[src/rtl/sleep_pkg.sv]
package sleep_pkg;
  localparam int NDOM  = 5;
  localparam int DOM_CPU = 0, DOM_FLASH = 1, DOM_IO = 2, DOM_ADC = 3, DOM_ASYNC = 4;
  localparam int NWAKE = 4;
  localparam int WK_EXT = 0, WK_IO = 1, WK_ADC = 2, WK_ASYNC = 3;

  localparam logic [2:0] M_IDLE  = 3'b000;
  localparam logic [2:0] M_ADCNR = 3'b001;
  localparam logic [2:0] M_PDOWN = 3'b010;
  localparam logic [2:0] M_PSAVE = 3'b011;
  localparam logic [2:0] M_STBY  = 3'b110;
  localparam logic [2:0] M_XSTBY = 3'b111;

  typedef enum logic [1:0] {
    ST_AWAKE = 2'd0,
    ST_SLEEP = 2'd1,
    ST_START = 2'd2
  } state_e;

  typedef struct packed {
    logic             valid;
    logic             osc_run;
    logic [NDOM-1:0]  dom_run;
    logic [NWAKE-1:0] wake_ok;
  } mode_cfg_t;
endpackage

[src/rtl/sleep_mode_decode.sv]
module sleep_mode_decode
  import sleep_pkg::*;
(
  input  logic [2:0] mode_i,
  output mode_cfg_t  cfg_o
);
  logic [NDOM-1:0] run;
  logic            osc;
  logic            ok;

  always_comb begin
    ok  = 1'b1;
    osc = 1'b1;
    run = '0;
    unique case (mode_i)
      M_IDLE:  begin run[DOM_IO] = 1'b1; run[DOM_ADC] = 1'b1; run[DOM_ASYNC] = 1'b1; end
      M_ADCNR: begin run[DOM_ADC] = 1'b1; run[DOM_ASYNC] = 1'b1; end
      M_PDOWN: osc = 1'b0;
      M_PSAVE: begin osc = 1'b0; run[DOM_ASYNC] = 1'b1; end
      M_STBY:  ;
      M_XSTBY: run[DOM_ASYNC] = 1'b1;
      default: ok = 1'b0;
    endcase
  end

  // a wake source counts only where its domain is clocked
  always_comb begin
    cfg_o.valid             = ok;
    cfg_o.osc_run           = osc;
    cfg_o.dom_run           = run;
    cfg_o.wake_ok[WK_EXT]   = 1'b1;
    cfg_o.wake_ok[WK_IO]    = run[DOM_IO];
    cfg_o.wake_ok[WK_ADC]   = run[DOM_ADC];
    cfg_o.wake_ok[WK_ASYNC] = run[DOM_ASYNC];
  end
endmodule

[src/rtl/sleep_wake_qual.sv]
module sleep_wake_qual
  import sleep_pkg::*;
(
  input  logic [NWAKE-1:0] wake_i,
  input  logic [NWAKE-1:0] mask_i,
  output logic             hit_o
);
  logic [NWAKE-1:0] q;
  for (genvar g = 0; g < NWAKE; g++) begin : g_q
    assign q[g] = wake_i[g] & mask_i[g];
  end
  assign hit_o = |q;
endmodule

[src/rtl/sleep_startup_cnt.sv]
module sleep_startup_cnt #(
  parameter int CNT_W = 16
) (
  input  logic             clk_i,
  input  logic             rst_ni,
  input  logic             load_i,
  input  logic [CNT_W-1:0] load_val_i,
  input  logic             run_i,
  input  logic             tick_i,
  output logic             done_o
);
  logic [CNT_W-1:0] cnt_q;

  always_ff @(posedge clk_i or negedge rst_ni) begin
    if (!rst_ni)                             cnt_q <= '0;
    else if (load_i)                         cnt_q <= load_val_i;
    else if (run_i && tick_i && cnt_q != '0) cnt_q <= cnt_q - 1'b1;
  end

  assign done_o = (cnt_q == '0);
endmodule

[src/rtl/sleep_ctrl.sv]
module sleep_ctrl
  import sleep_pkg::*;
#(
  parameter int CNT_W = 16
) (
  input  logic             clk_i,
  input  logic             rst_ni,
  input  logic             cfg_we_i,
  input  logic             cfg_sleep_en_i,
  input  logic [2:0]       cfg_mode_i,
  input  logic [CNT_W-1:0] cfg_startup_i,
  input  logic             sleep_req_i,
  input  logic             tick_i,
  input  logic             wake_ext_i,
  input  logic             wake_io_i,
  input  logic             wake_adc_i,
  input  logic             wake_async_i,
  output logic             clk_cpu_en_o,
  output logic             clk_flash_en_o,
  output logic             clk_io_en_o,
  output logic             clk_adc_en_o,
  output logic             clk_async_en_o,
  output logic             osc_en_o,
  output logic [1:0]       state_o,
  output logic [2:0]       mode_o
);
  logic             cfg_en_q;
  logic [2:0]       cfg_mode_q;
  logic [CNT_W-1:0] cfg_start_q;
  state_e           state_q, state_d;
  logic [2:0]       act_mode_q;

  logic [2:0]       sel_mode;
  mode_cfg_t        dec;
  logic [NWAKE-1:0] wake_vec;
  logic             hit;
  logic             cnt_load, cnt_done;
  logic [NDOM-1:0]  dom_en;
  logic             osc_en;

  always_ff @(posedge clk_i or negedge rst_ni) begin
    if (!rst_ni) begin
      cfg_en_q    <= 1'b0;
      cfg_mode_q  <= M_IDLE;
      cfg_start_q <= '0;
    end else if (cfg_we_i) begin
      cfg_en_q    <= cfg_sleep_en_i;
      cfg_mode_q  <= cfg_mode_i;
      cfg_start_q <= cfg_startup_i;
    end
  end

  // awake: judge the requested mode; otherwise the one in force
  assign sel_mode = (state_q == ST_AWAKE) ? cfg_mode_q : act_mode_q;

  sleep_mode_decode i_dec (
    .mode_i (sel_mode),
    .cfg_o  (dec)
  );

  assign wake_vec = {wake_async_i, wake_adc_i, wake_io_i, wake_ext_i};

  sleep_wake_qual i_qual (
    .wake_i (wake_vec),
    .mask_i (dec.wake_ok),
    .hit_o  (hit)
  );

  assign cnt_load = (state_q == ST_SLEEP) && hit && !dec.osc_run;

  sleep_startup_cnt #(.CNT_W(CNT_W)) i_cnt (
    .clk_i      (clk_i),
    .rst_ni     (rst_ni),
    .load_i     (cnt_load),
    .load_val_i (cfg_start_q),
    .run_i      (state_q == ST_START),
    .tick_i     (tick_i),
    .done_o     (cnt_done)
  );

  always_comb begin
    state_d = state_q;
    unique case (state_q)
      ST_AWAKE: if (sleep_req_i && cfg_en_q && dec.valid && !hit) state_d = ST_SLEEP;
      ST_SLEEP: if (hit) state_d = dec.osc_run ? ST_AWAKE : ST_START;
      ST_START: if (cnt_done) state_d = ST_AWAKE;
      default:  state_d = ST_AWAKE;
    endcase
  end

  always_ff @(posedge clk_i or negedge rst_ni) begin
    if (!rst_ni) begin
      state_q    <= ST_AWAKE;
      act_mode_q <= M_IDLE;
    end else begin
      state_q <= state_d;
      if (state_q == ST_AWAKE && state_d == ST_SLEEP) act_mode_q <= cfg_mode_q;
    end
  end

  always_comb begin
    unique case (state_q)
      ST_SLEEP: begin dom_en = dec.dom_run; osc_en = dec.osc_run; end
      ST_START: begin dom_en = '0;          osc_en = 1'b1;        end
      default:  begin dom_en = '1;          osc_en = 1'b1;        end
    endcase
  end

  assign clk_cpu_en_o   = dom_en[DOM_CPU];
  assign clk_flash_en_o = dom_en[DOM_FLASH];
  assign clk_io_en_o    = dom_en[DOM_IO];
  assign clk_adc_en_o   = dom_en[DOM_ADC];
  assign clk_async_en_o = dom_en[DOM_ASYNC];
  assign osc_en_o       = osc_en;
  assign state_o        = state_q;
  assign mode_o         = act_mode_q;
endmodule

[config.mk]
export PLATFORM = sky130hd
export DESIGN_NAME = sleep_ctrl
export DESIGN_NICKNAME = d
export VERILOG_FILES = /design/src/rtl/sleep_pkg.sv /design/src/rtl/sleep_mode_decode.sv /design/src/rtl/sleep_wake_qual.sv /design/src/rtl/sleep_startup_cnt.sv /design/src/rtl/sleep_ctrl.sv
export SDC_FILE = /design/constraint.sdc
export NUM_CORES = 1
export LEC_CHECK = 0
export ABC_CLOCK_PERIOD_IN_PS = 4600
export BUFFER_PORTS_ARGS = -buffer_cell sky130_fd_sc_hd__buf_2
export CORE_MARGIN = 2
export CORE_UTILIZATION = 39
export DETAILED_ROUTE_END_ITERATION = 10
export GPL_TIMING_DRIVEN = 0
export SETUP_SLACK_MARGIN = 0.02
export SLEW_MARGIN = 20
export SYNTH_ARGS = -nofsm -noshare
export SYNTH_HDL_FRONTEND = slang
export SYNTH_SLANG_ARGS = --single-unit
[constraint.sdc]
create_clock -name clk_i -period 4.6 [get_ports clk_i]
set_clock_uncertainty 0.2 [all_clocks]
set_input_delay 0.23 -clock clk_i [delete_from_list [all_inputs] [get_ports clk_i]]
set_output_delay 0.23 -clock clk_i [all_outputs]
set_load 0.01 [all_outputs]
-- After elaboration in Yosys (flattened, before gate mapping)
Cells that the tools add are included.
- add/subtract/negate cells: 1
- equal/unequal tests: 8
- muxes and demuxes: 15
- bitwise gates (word level): 3
- reduce and logical (&&, ||, !) cells: 19
- operators by type and width (cell ; count):
    16-bit 2-to-1 mux ; 2
    16-bit logical NOT ; 1
    16-bit nonzero test ; 1
    16-bit by 1-bit subtractor with 16-bit output, second input constant ; 1
    5-bit case mux with 2 select lines ; 1
    1-bit logical AND ; 8
    2-bit 2-to-1 mux ; 4
    4-bit OR reduction ; 2
    3-bit by 2-bit equality test with 1-bit output, second input constant ; 2
    3-bit equality test, second input constant ; 2
    1-bit 2-to-1 mux ; 6
    2-bit case mux with 3 select lines ; 1
    6-bit OR reduction ; 1
    2-bit by 1-bit equality test with 1-bit output, second input constant ; 2
    2-bit OR reduction ; 2
    1-bit AND ; 3
    3-bit by 1-bit equality test with 1-bit output, second input constant ; 1
    3-bit logical NOT ; 1
    3-bit 2-to-1 mux ; 1
    2-bit equality test, second input constant ; 1
    2-bit logical NOT ; 1
    2-bit nonzero test ; 1
    1-bit logical NOT ; 1
- bits in registers: 41

-- Longest topological paths before layout
- word-level depth: 13
- mapped depth: 10
- depth with buffers taken out: 8

-- Cells and area by module
Synthesis repeated with hierarchy kept, for this count alone.
- cell total of the unflattened synthesis: 220
- area total of the unflattened synthesis: 2237.1 um^2
- modules (own cells, without submodules) (module ; times used ; cells an instance ; area each (um^2)):
    sleep_startup_cnt ; 1 ; 127 ; 1067.3
    sleep_ctrl ; 1 ; 74 ; 1047.3
    sleep_mode_decode ; 1 ; 16 ; 103.8
    sleep_wake_qual ; 1 ; 3 ; 18.8

-- Worst setup path before layout
Ideal clock, no wire load.
- kind: register -> register
- start: register state_q[1] (netlist: state_o[1])
- end: register act_mode_q[0] (netlist: mode_o[0])
- setup time: 0.128 ns
- arrival: 2.345 ns
- required time: 4.272 ns
- path slack: 1.927 ns
- stages on the path, launching flop included: 10
- buffers on the path: 1
- clock period less this slack: 2.673 ns
- cells stage by stage: dfrtp_1 > inv_1 > ha_1 > buf_6 > mux2i_1 > a211oi_2 > a31oi_2 > o32a_1 > nor4b_4 > mux2_1
- cells in the longest elaborated chain, start to end: 13
- elaborated cells between the ends (all ways): 32
- classes of those cells: eq/ne: 8; mux: 10; bitwise: 3; reduce/logical: 11
- ends and longest elaborated chain (element ; line ; RTL):
    start: declaration ; sleep_ctrl.sv:30 ; state_e state_q, state_d;
    start signal: assignment ; sleep_ctrl.sv:96 ; state_q <= state_d;
    2-bit logical NOT ; sleep_ctrl.sv:54, sleep_ctrl.sv:83, sleep_ctrl.sv:97 ;
    3-bit 2-to-1 mux ; sleep_ctrl.sv:54 ; assign sel_mode = (state_q == ST_AWAKE) ? cfg_mode_q : act_mode_q;
    3-bit by 1-bit equality test with 1-bit output, or another cell as far along ; sleep_mode_decode.sv:15 ; unique case (mode_i)
    4-bit OR reduction (no source line) or 2-bit OR reduction (tied branches) ; - ;
    1-bit 2-to-1 mux ; sleep_mode_decode.sv:15 ;
    1-bit AND ; sleep_wake_qual.sv:10 ; assign q[g] = wake_i[g] & mask_i[g];
    4-bit OR reduction ; sleep_wake_qual.sv:12 ; assign hit_o = |q;
    1-bit logical NOT ; sleep_ctrl.sv:84 ; ST_AWAKE: if (sleep_req_i && cfg_en_q && dec.valid && !hit) state_d = ST_SLEEP;
    1-bit logical AND ; sleep_ctrl.sv:84 ;
    2-bit 2-to-1 mux ; sleep_ctrl.sv:84 ;
    2-bit case mux with 3 select lines ; sleep_ctrl.sv:83 ; unique case (state_q)
    2-bit by 1-bit equality test with 1-bit output ; sleep_ctrl.sv:97 ; if (state_q == ST_AWAKE && state_d == ST_SLEEP) act_mode_q <= cfg_mode_q;
    1-bit logical AND (*) ; sleep_ctrl.sv:97 ;
    end signal: assignment ; sleep_ctrl.sv:97 ;
    end: declaration ; sleep_ctrl.sv:31 ; logic [2:0] act_mode_q;
Every way passes the cells marked *; elsewhere a longest branch is shown, timed or not.
A chain may end at the register's enable or synchronous reset.

-- Final worst setup path
- start: register state_q[1] (netlist: state_o[1])
- end: register act_mode_q[1] (netlist: mode_o[1])
The elaborated chain is that of the path after synthesis.

==> results.yml <==
status:
  status: "finished, final reports clean"
critical_path:
  regToRegSetupSlack_ns: 1.60
  startpoint: "state_o[1]"
  critPathSlowestCell: "dfrtp_1"
  slowest_delay_ns: 0.51
  reg2reg_to: "mode_o[1]"
  crit_buf_inv: 2
  endpoint: "mode_o[1]"
  critical_path.top_delay_family: "compound AO/OA/AOI/OAI gates"
  cp.arrival_ns: 2.98
  cp.depth: 9
  critPathMaxFanout: 10
  r2r_cells: 9
  endpoint_kind: "register"
  cp-start-kind: "register"
  path_class: "reg -> reg"
  worstPathRequired_ns: 4.58
  path_cells: "inv_1, ha_1, buf_6, mux2i_1, a211oi_2, a31oi_2, o21bai_1, nor4b_4, mux2_1"
  r2r-start: "state_o[1]"
sta:
  period_minus_slack_ns: 3.00
  slew_headroom_pct: 40.4
  timing.final.crit_share_pct: 65.3
  rsz0062_at_grt: "no"
  fin_hold_ws_ns: 0.128
  hold_viol: 0
  worst_pin_slew_ns: 0.894
  tns_ns: 0
  slew_viol_final: 0
  fmax_mhz: 333
  finalSetupViolations: 0
power_and_ir_drop:
  p_leak_nw: 1.14
  power_mw: 1.36
  peakVddDrop_v: 0.000217
  powerDensity_mw_per_mm2: 500
global_routing:
  grt_overflow: 0
  grt_pass1_vias: 1676
  antenna_found_initial: 0
  grt_util_all_layers_pct: 16.6
  grt_max_degree: 42
  grt_pass1_wl_um: 7770
floorplanning:
  io_pins: 40
  die_h_um: 77.4
  start_util_pct: 40.8
  die_w_um: 77.4
  coreArea_mm2: 0.00514
  std_cell_rows: 26
  die_area_mm2: 0.00598
clock_tree:
  clkSinkCount: 41
  htreeDepth: 2
  clk_pin_slew_ns: 0.08
  cts_tree: "done"
  insertion_delay_ns: 0.29
  cts-root-buf: "clkbuf_8"
  cts_buffer_depth: 2
  numCtsBuffers: 5
cells_and_area:
  final_area_mm2: 0.00272
  antenna_cells: 0
  syn_to_final_growth_pct: 29.6
  layout-drive-gt1-share_pct: 27.9
  finalNetCount: 296
drt:
  dr.pass1.iters: 4
  drtIter0Drc: 87
  drt-wirelength-per-cell_um: 13.2
  vias_per_cell: 5.00
  totalWireLength_um: 4390
  drc: 0
  ant_nets: 0
  num_vias: 1661
logic_synthesis:
  synth_area_per_cell_um2: 10.8
  ys_warn_count: 0
  synthCells: 195
  synth_top_area_share_pct: 48.9
  yosysSeqAreaShare_pct: 48.9
  synth_nets: 230
  synth_top_cell_by_area: "dfrtp_1"
  syn_area_mm2: 0.00210
  synthTopCellsByArea: "dfrtp_1 (49%), mux2_2 (11%), xnor2_1 (5.0%), nor2_1 (4.3%), a21oi_1 (3.8%)"
  yosysUniqueCellTypes: 40
  ys_ff_latch: 41
place:
  gp_congestion: 0.841
  port_buffers: 38
  place_area_mm2: 0.00238
  hpwl_um: 3100
min_path:
  hold_class: "in -> reg"
job:
  maxCapViolations: 0
## power by group
group	switching, mW	total [mW]	internal [mW]
clock	0.122	0.338	0.215
sequential	0.109	0.579	0.469
combinational	0.218	0.445	0.226
## cell usage after synthesis, drive strengths merged
library cell  number
xor2               2
nor4               4
nor2              24
o21ai              3
o21bai             1
dfrtp             41
nand3b             1
a21oi             17
o41ai              1
or4                1
nand4              4
ha                 6
nor4b              2
a32oi              1
clkbuf             5
a211oi             1
buf                3
o32ai              1
mux2i              1
nor3               7
inv                7
o31ai              1
a41oi              2
o32a               1
nand2              8
xnor2             12
or3                1
o22ai              1
a31oi              3
nor2b              1
nand2b             2
nor3b              1
mux2              24
nand3              5
## worst min-delay path by stage
stage               slack [ns]  cells after the start         end       start
floorplan                -0.27                      0    cfg_en_q      rst_ni
CTS                       0.12                      4  state_o[1]  wake_ext_i
global route              0.14                      4  state_o[1]  wake_ext_i
detailed placement        0.22                      1   mode_o[0]      rst_ni
global placement          0.21                      1   mode_o[0]      rst_ni
finish                    0.13                      4  state_o[1]  wake_ext_i
## flip-flops by register name, summed over array words and instances, names as in the netlist
signal and flops:
mode_o 3, state_o 2, cfg_start_q 16, i_cnt.cnt_q 16
cfg_en_q 1, cfg_mode_q 3
## cell type report
cell class	count	area, µm²
Fill cell	491	2420
Sequential cell	41	1030
Multi-Input combinational cell	139	1000
Timing Repair Buffer	59	400
Tap cell	70	87.6
Clock buffer	5	68.8
Clock inverter	3	65.1
Buffer	8	41.3
Inverter	7	26.3
## cells by family after synthesis
logic type	synth area share [%]
buffers and inverters	3.22
and+or+nand+nor	14.8
xor gates and xnor gates	5.84
AOI/OAI and AO/OA	10.3
DFF	48.9
muxes	13.4
adders and majority gates	3.58
## placed cells by master (no fill, tap or decap), types with 2 or more instances in the layout
cell | synthesis | layout
a21oi_1 | 16 | 16
a31oi_1 | 2 | 2
a41oi_1 | 2 | 2
buf_2 | 0 | 38
bufinv_16 | 0 | 2
clkbuf_1 | 5 | 5
clkbuf_8 | 0 | 5
dfrtp_1 | 41 | 41
dlygate4sd3_1 | 0 | 21
ha_1 | 6 | 6
inv_1 | 7 | 7
mux2_1 | 3 | 3
mux2_2 | 21 | 21
nand2_1 | 8 | 8
nand2b_1 | 2 | 2
nand3_1 | 5 | 5
nand4_1 | 4 | 4
nor2_1 | 24 | 24
nor3_1 | 7 | 7
nor4_1 | 4 | 4
o21ai_0 | 3 | 3
xnor2_1 | 12 | 12
xor2_1 | 2 | 2
## metrics by stage
stage,utilization [%],worst slack (ns),std cells
final,52.9,1.60,332
after global routing,52.9,1.37,332
after CTS,52.9,1.58,332
after detailed placement,46.2,1.61,303
after global placement,46.2,1.64,303
after floorplan,-,1.93,195
## metal layers
| layer | wire length (µm) | part of all wire [%] | up-vias | global-route usage, % |
|---|---|---|---|---|
| li1 | - | - | 826 | - |
| met1 | 2060 | 47 | 803 | 21.8 |
| met2 | 2130 | 49 | 27 | 27.3 |
| met3 | 130 | 3.0 | 5 | 2.91 |
| met4 | 69 | 1.6 | 0 | 6.43 |
| met5 | 0 | 0 | - | 0 |
## tightest hold or removal path, delay by kind of cell
family | cells | cell delay (ns)
simple gates | 2 | 0.13
buf+inv | 1 | 0.12
compound gates | 1 | 0.10
## timing repair
action | in CTS | in global routing
resized for setup | 0 | 0
hold buffers | 21 | 0
hold endpoints to repair | 61 | 0
setup buffers | 0 | 0
Power figures use the tool's default switching activity.
